[src/rtl/prio_mask_pkg.sv]
package prio_mask_pkg;

    parameter int ILM_W = 3;
    localparam int LVL_W = ILM_W + 1;

    typedef logic [LVL_W-1:0] lvl_t;

    typedef struct packed {
        lvl_t lvl;
        logic acc;
        logic rej;
    } mask_state_t;

    localparam lvl_t RESET_LVL = lvl_t'(4);

endpackage

[src/rtl/prio_mask_gate.sv]
module prio_mask_gate
    import prio_mask_pkg::*;
(
    input  logic req_valid,
    input  lvl_t req_lvl,
    input  logic req_special,
    input  lvl_t cur_lvl,
    output logic take
);
    logic beats_mask;
    logic src_may_enter;

    always_comb begin
        beats_mask    = (req_lvl < cur_lvl);
        // Only special sources may land in a privileged level.
        src_may_enter = req_special || req_lvl[LVL_W-1];
        take          = req_valid && beats_mask && src_may_enter;
    end
endmodule

[src/rtl/prio_mask_wfilter.sv]
module prio_mask_wfilter
    import prio_mask_pkg::*;
#(
    parameter int IMM_W = 8
) (
    input  logic             wr_en,
    input  logic [IMM_W-1:0] wr_imm,
    input  logic             wr_p,
    input  lvl_t             cur_lvl,
    output lvl_t             new_lvl,
    output logic             wr_ok,
    output logic             wr_bad
);
    logic             cur_user;
    logic             raises;
    logic [ILM_W-1:0] new_ilm;
    logic             unused_imm_hi;

    always_comb begin
        new_ilm       = wr_imm[ILM_W-1:0];
        unused_imm_hi = ^wr_imm[IMM_W-1:ILM_W];
        new_lvl       = {wr_p, new_ilm};
        cur_user      = cur_lvl[LVL_W-1];
        raises        = (new_ilm > cur_lvl[ILM_W-1:0]);
        wr_ok         = wr_en && (cur_user || wr_p || raises);
        wr_bad        = wr_en && !wr_ok;
    end
endmodule

[src/rtl/prio_mask_ctrl.sv]
module prio_mask_ctrl
    import prio_mask_pkg::*;
#(
    parameter int IMM_W = 8
) (
    input  logic             clk,
    input  logic             rst_n,
    input  logic             irq_valid,
    input  logic [3:0]       irq_level,
    input  logic             irq_special,
    input  logic             wr_en,
    input  logic [IMM_W-1:0] wr_imm,
    input  logic             wr_p,
    output logic             irq_accept,
    output logic [3:0]       level_out,
    output logic             wr_reject
);
    mask_state_t st_q, st_d;
    logic take_irq;
    lvl_t wr_lvl;
    logic wr_ok, wr_bad;

    prio_mask_gate u_gate (
        .req_valid  (irq_valid),
        .req_lvl    (irq_level),
        .req_special(irq_special),
        .cur_lvl    (st_q.lvl),
        .take       (take_irq)
    );

    prio_mask_wfilter #(.IMM_W(IMM_W)) u_wfilter (
        .wr_en  (wr_en),
        .wr_imm (wr_imm),
        .wr_p   (wr_p),
        .cur_lvl(st_q.lvl),
        .new_lvl(wr_lvl),
        .wr_ok  (wr_ok),
        .wr_bad (wr_bad)
    );

    always_comb begin
        st_d     = st_q;
        st_d.acc = 1'b0;
        st_d.rej = 1'b0;
        if (take_irq) begin
            st_d.lvl = irq_level;
            st_d.acc = 1'b1;
        end else if (wr_ok) begin
            st_d.lvl = wr_lvl;
        end else if (wr_bad) begin
            st_d.rej = 1'b1;
        end
    end

    always_ff @(posedge clk) begin
        if (!rst_n) begin
            st_q <= '{lvl: RESET_LVL, acc: 1'b0, rej: 1'b0};
        end else begin
            st_q <= st_d;
        end
    end

    assign irq_accept = st_q.acc;
    assign level_out  = st_q.lvl;
    assign wr_reject  = st_q.rej;


    accept_below_chk: assert property (@(posedge clk) disable iff (!rst_n)
        irq_accept |-> ($past(irq_level) < $past(level_out)));


    accept_loads_chk: assert property (@(posedge clk) disable iff (!rst_n)
        irq_accept |-> (level_out == $past(irq_level)));


    nonspecial_priv_chk: assert property (@(posedge clk) disable iff (!rst_n)
        (irq_accept && !$past(irq_special)) |-> $past(irq_level[3]));


    reject_hold_chk: assert property (@(posedge clk) disable iff (!rst_n)
        wr_reject |-> $stable(level_out));


    priv_no_lower_chk: assert property (@(posedge clk) disable iff (!rst_n)
        (!irq_accept && !level_out[3] && !$past(level_out[3]))
            |-> (level_out[2:0] >= $past(level_out[2:0])));


    pulse_exclusive_chk: assert property (@(posedge clk) disable iff (!rst_n)
        !(irq_accept && wr_reject));
endmodule

[config.mk]
export PLATFORM = sky130hd
export DESIGN_NAME = prio_mask_ctrl
export DESIGN_NICKNAME = d
export VERILOG_FILES = /design/src/rtl/prio_mask_pkg.sv /design/src/rtl/prio_mask_gate.sv /design/src/rtl/prio_mask_wfilter.sv /design/src/rtl/prio_mask_ctrl.sv
export SDC_FILE = /design/constraint.sdc
export NUM_CORES = 1
export LEC_CHECK = 0
export BUFFER_PORTS_ARGS = -buffer_cell sky130_fd_sc_hd__buf_4
export CAP_MARGIN = 15
export CORE_AREA = 2 2 39 41
export CTS_CLUSTER_DIAMETER = 60
export CTS_CLUSTER_SIZE = 8
export DETAILED_ROUTE_END_ITERATION = 10
export DIE_AREA = 0 0 41 43
export PLACE_DENSITY = 0.74
export SKIP_LAST_GASP = 1
export SLEW_MARGIN = 40
export SYNTH_ARGS = -nofsm -noshare
export SYNTH_HDL_FRONTEND = slang
export SYNTH_HIERARCHICAL = 1
export SYNTH_SLANG_ARGS = --single-unit
export TNS_END_PERCENT = 50
[constraint.sdc]
create_clock -name clk -period 2.9 [get_ports clk]
set_input_delay 0.725 -clock clk [delete_from_list [all_inputs] [get_ports clk]]
set_output_delay 0.725 -clock clk [all_outputs]
set_load 0.02 [all_outputs]
==> out/results.ini <==
[yosys]
ys_ff_latch=6
synth.distinct_cells=21
syn-instance-count=53
synth.avg_cell_area_um2=8.735
synthesis.nets=77
ys_seq_area_frac=0.2595
yosys_warnings=6
netlist_area_um2=462.9

[sta]
slew_headroom=0.7412
worst_slew_pin_slew_ns=0.3881
layout_min_cycle_time_ns=2.002
max_freq_ghz=0.4995
drv_slew=0
finClkSkew_ns=0.009155
hold_slack_ns=0.6113
hold_viol_final=0
setup_violations=0
rsz0062_at_grt=no
tns_ns=0
finalCritPeriodShare=0.6903

[grt]
grt_pass1_vias=356
grt_usage=0.1107
grt_pass1_wl_um=1359
antenna_found_initial=0
use_met1=0.1456
grt.busiest_layer=met2
grt_max_degree=7
grtUsageMet2=0.1656
grtUsageMet3=0
grt_overflow=0

[clocking]
numCtsBuffers=3
htreeDepth=1
cts_tree=done
cts-root-buf=clkbuf_4
cts.repair.resized=0
cts_setup_buffers=0
cts_hold_buf=0
clk_latency_ns=0.25
cts.clk_slew.worst_paths_ns=0.04
clk_path_buf_depth=2
cts.sinks=6

[floorplanning]
die_y_um=43
num_rows=14
coreArea_mm2=0.001384
ios=24
dieArea_mm2=0.001763
die_w_um=41
start_util=0.3345

[final_layout]
final_cell_mix=buf_4, inv_1, dfxtp_1, ha_1
nNetsFinal=95
nFillCells=155
diodes=0
drive_gt1_frac=0.3333
finish.instance_area_um2=599.3
area_growth_pct=29.46
final_common_cell=buf_4
layoutNonFillerInstCount=85

[hold_path]
min_path_type=reg2reg

[drt]
drt_iter0_markers=5
dr_total_vias=412
firstDrtPassIters=4
detail-route-antenna-nets=0
drt-wirelength-per-cell_um=10.27
routed_wl_um=873
viasPerCell=4.847
drc=0

[setup_path]
slowest_stage=ha_1
critPathMaxFanout=5
cp_slowest_stage_delay_ns=0.31
crit_chain=buf_4, ha_1, and3_1, a21oi_1, o31a_1, mux2i_1, a31oi_1
cp.required_ns=3.02
worstSetupStartpointType=input pin
critPathArrivalTime_ns=2.12
end_kind=register
worstSetupPathType=in2reg

[run_status]
status=finished clean

[power]
power.leakage_nw=0.3072
pwr_density_cell_mw_per_mm2=469.7
switching_power_mw=0.09175
p_sw_frac=0.3259
p_int_mw=0.1898
pwr-share-clk=0.280
seqPwrFrac=0.357
power_frac_comb=0.362
irDropWorstVdd_uv=180.6
total_power_mw=0.2815

[placement]
place_congestion=0.7456
dpl.hpwl_um=719.1
dp_cells=82
place_area_um2=576.8
io_buffers=18

[job]
cap_viol_max_count=0

## registers in the layout, indices dropped and copies added (netlist names)
signal	count
wr_reject	1
level_out	4
irq_accept	1
## worst max-delay path, delay by kind of cell
family | cells | cell delay, ns
mux | 1 | 0.23
fa+ha+maj | 1 | 0.31
buf+inv | 1 | 0.12
compound gates | 3 | 0.58
simple gates | 1 | 0.16
## worst paths after layout
kind | start | endpoint | slack, ns | cells after the start
worst max register to register | level_out[1] | level_out[2] | 1.07 | 7
worst min-delay path | level_out[2] | level_out[2] | 0.61 | 2
worst max-delay path | wr_imm[2] | level_out[2] | 0.90 | 7
worst min register to register | level_out[2] | level_out[2] | 0.61 | 2
## power groups by stage
stage / Combinational (mW) / Clock (mW) / Sequential, mW
floorplan: 0.0616 / 0 / 0.111
global placement: 0.100 / 0 / 0.102
detailed placement: 0.102 / 0 / 0.102
CTS: 0.103 / 0.0808 / 0.100
global route: 0.115 / 0.0840 / 0.102
finish: 0.102 / 0.0788 / 0.101
## layout make-up
cell class / count / area, um^2 / share of cell area
well taps: 16 / 20.02 / 0.03340
clock buffers: 3 / 22.52 / 0.03758
flip-flops and latches: 6 / 120.1 / 0.2004
inverters: 9 / 33.78 / 0.05637
repair buffers: 18 / 135.1 / 0.2255
multi-input cells: 33 / 267.8 / 0.4468
## synthesized netlist by cell type (all sizes together)
| library cell | n | area share |
|---|---|---|
| a211oi | 3 | 0.049 |
| a21oi | 4 | 0.051 |
| a31oi | 1 | 0.014 |
| and3 | 1 | 0.014 |
| and3b | 1 | 0.019 |
| buf | 5 | 0.089 |
| dfxtp | 6 | 0.26 |
| ha | 6 | 0.16 |
| inv | 9 | 0.073 |
| mux2i | 4 | 0.086 |
| nand2 | 2 | 0.016 |
| nand3b | 1 | 0.016 |
| nor2 | 1 | 0.0081 |
| nor2b | 4 | 0.054 |
| nor3 | 1 | 0.011 |
| nor4b | 1 | 0.032 |
| o211ai | 1 | 0.016 |
| o21ai | 1 | 0.011 |
| o31a | 1 | 0.019 |
## cell families (layout without fill, tap and decap cells)
| group | after synthesis | in the layout | share of synthesized area |
|---|---|---|---|
| buf+inv | 14 | 30 | 0.1622 |
| compound gates | 11 | 11 | 0.1595 |
| mux | 4 | 4 | 0.08649 |
| simple gates | 12 | 12 | 0.1703 |
| fa+ha+maj | 6 | 6 | 0.1622 |
| flops | 6 | 6 | 0.2595 |
## per-stage QoR
stage | utilization | setup slack (ns)
after floorplan | - | 0.8930
after global placement | 0.4168 | 0.6473
after detailed placement | 0.4168 | 0.6386
after CTS | 0.4331 | 0.8853
after global routing | 0.4331 | 0.7220
final | 0.4331 | 0.8980
## metal layers
layer | wire (um) | up-vias
met3 | 57 | 0
met4 | 0 | 0
met1 | 386 | 184
met2 | 428 | 18
met5 | 0 | -
li1 | - | 210
(Power assumes the default switching activity.)
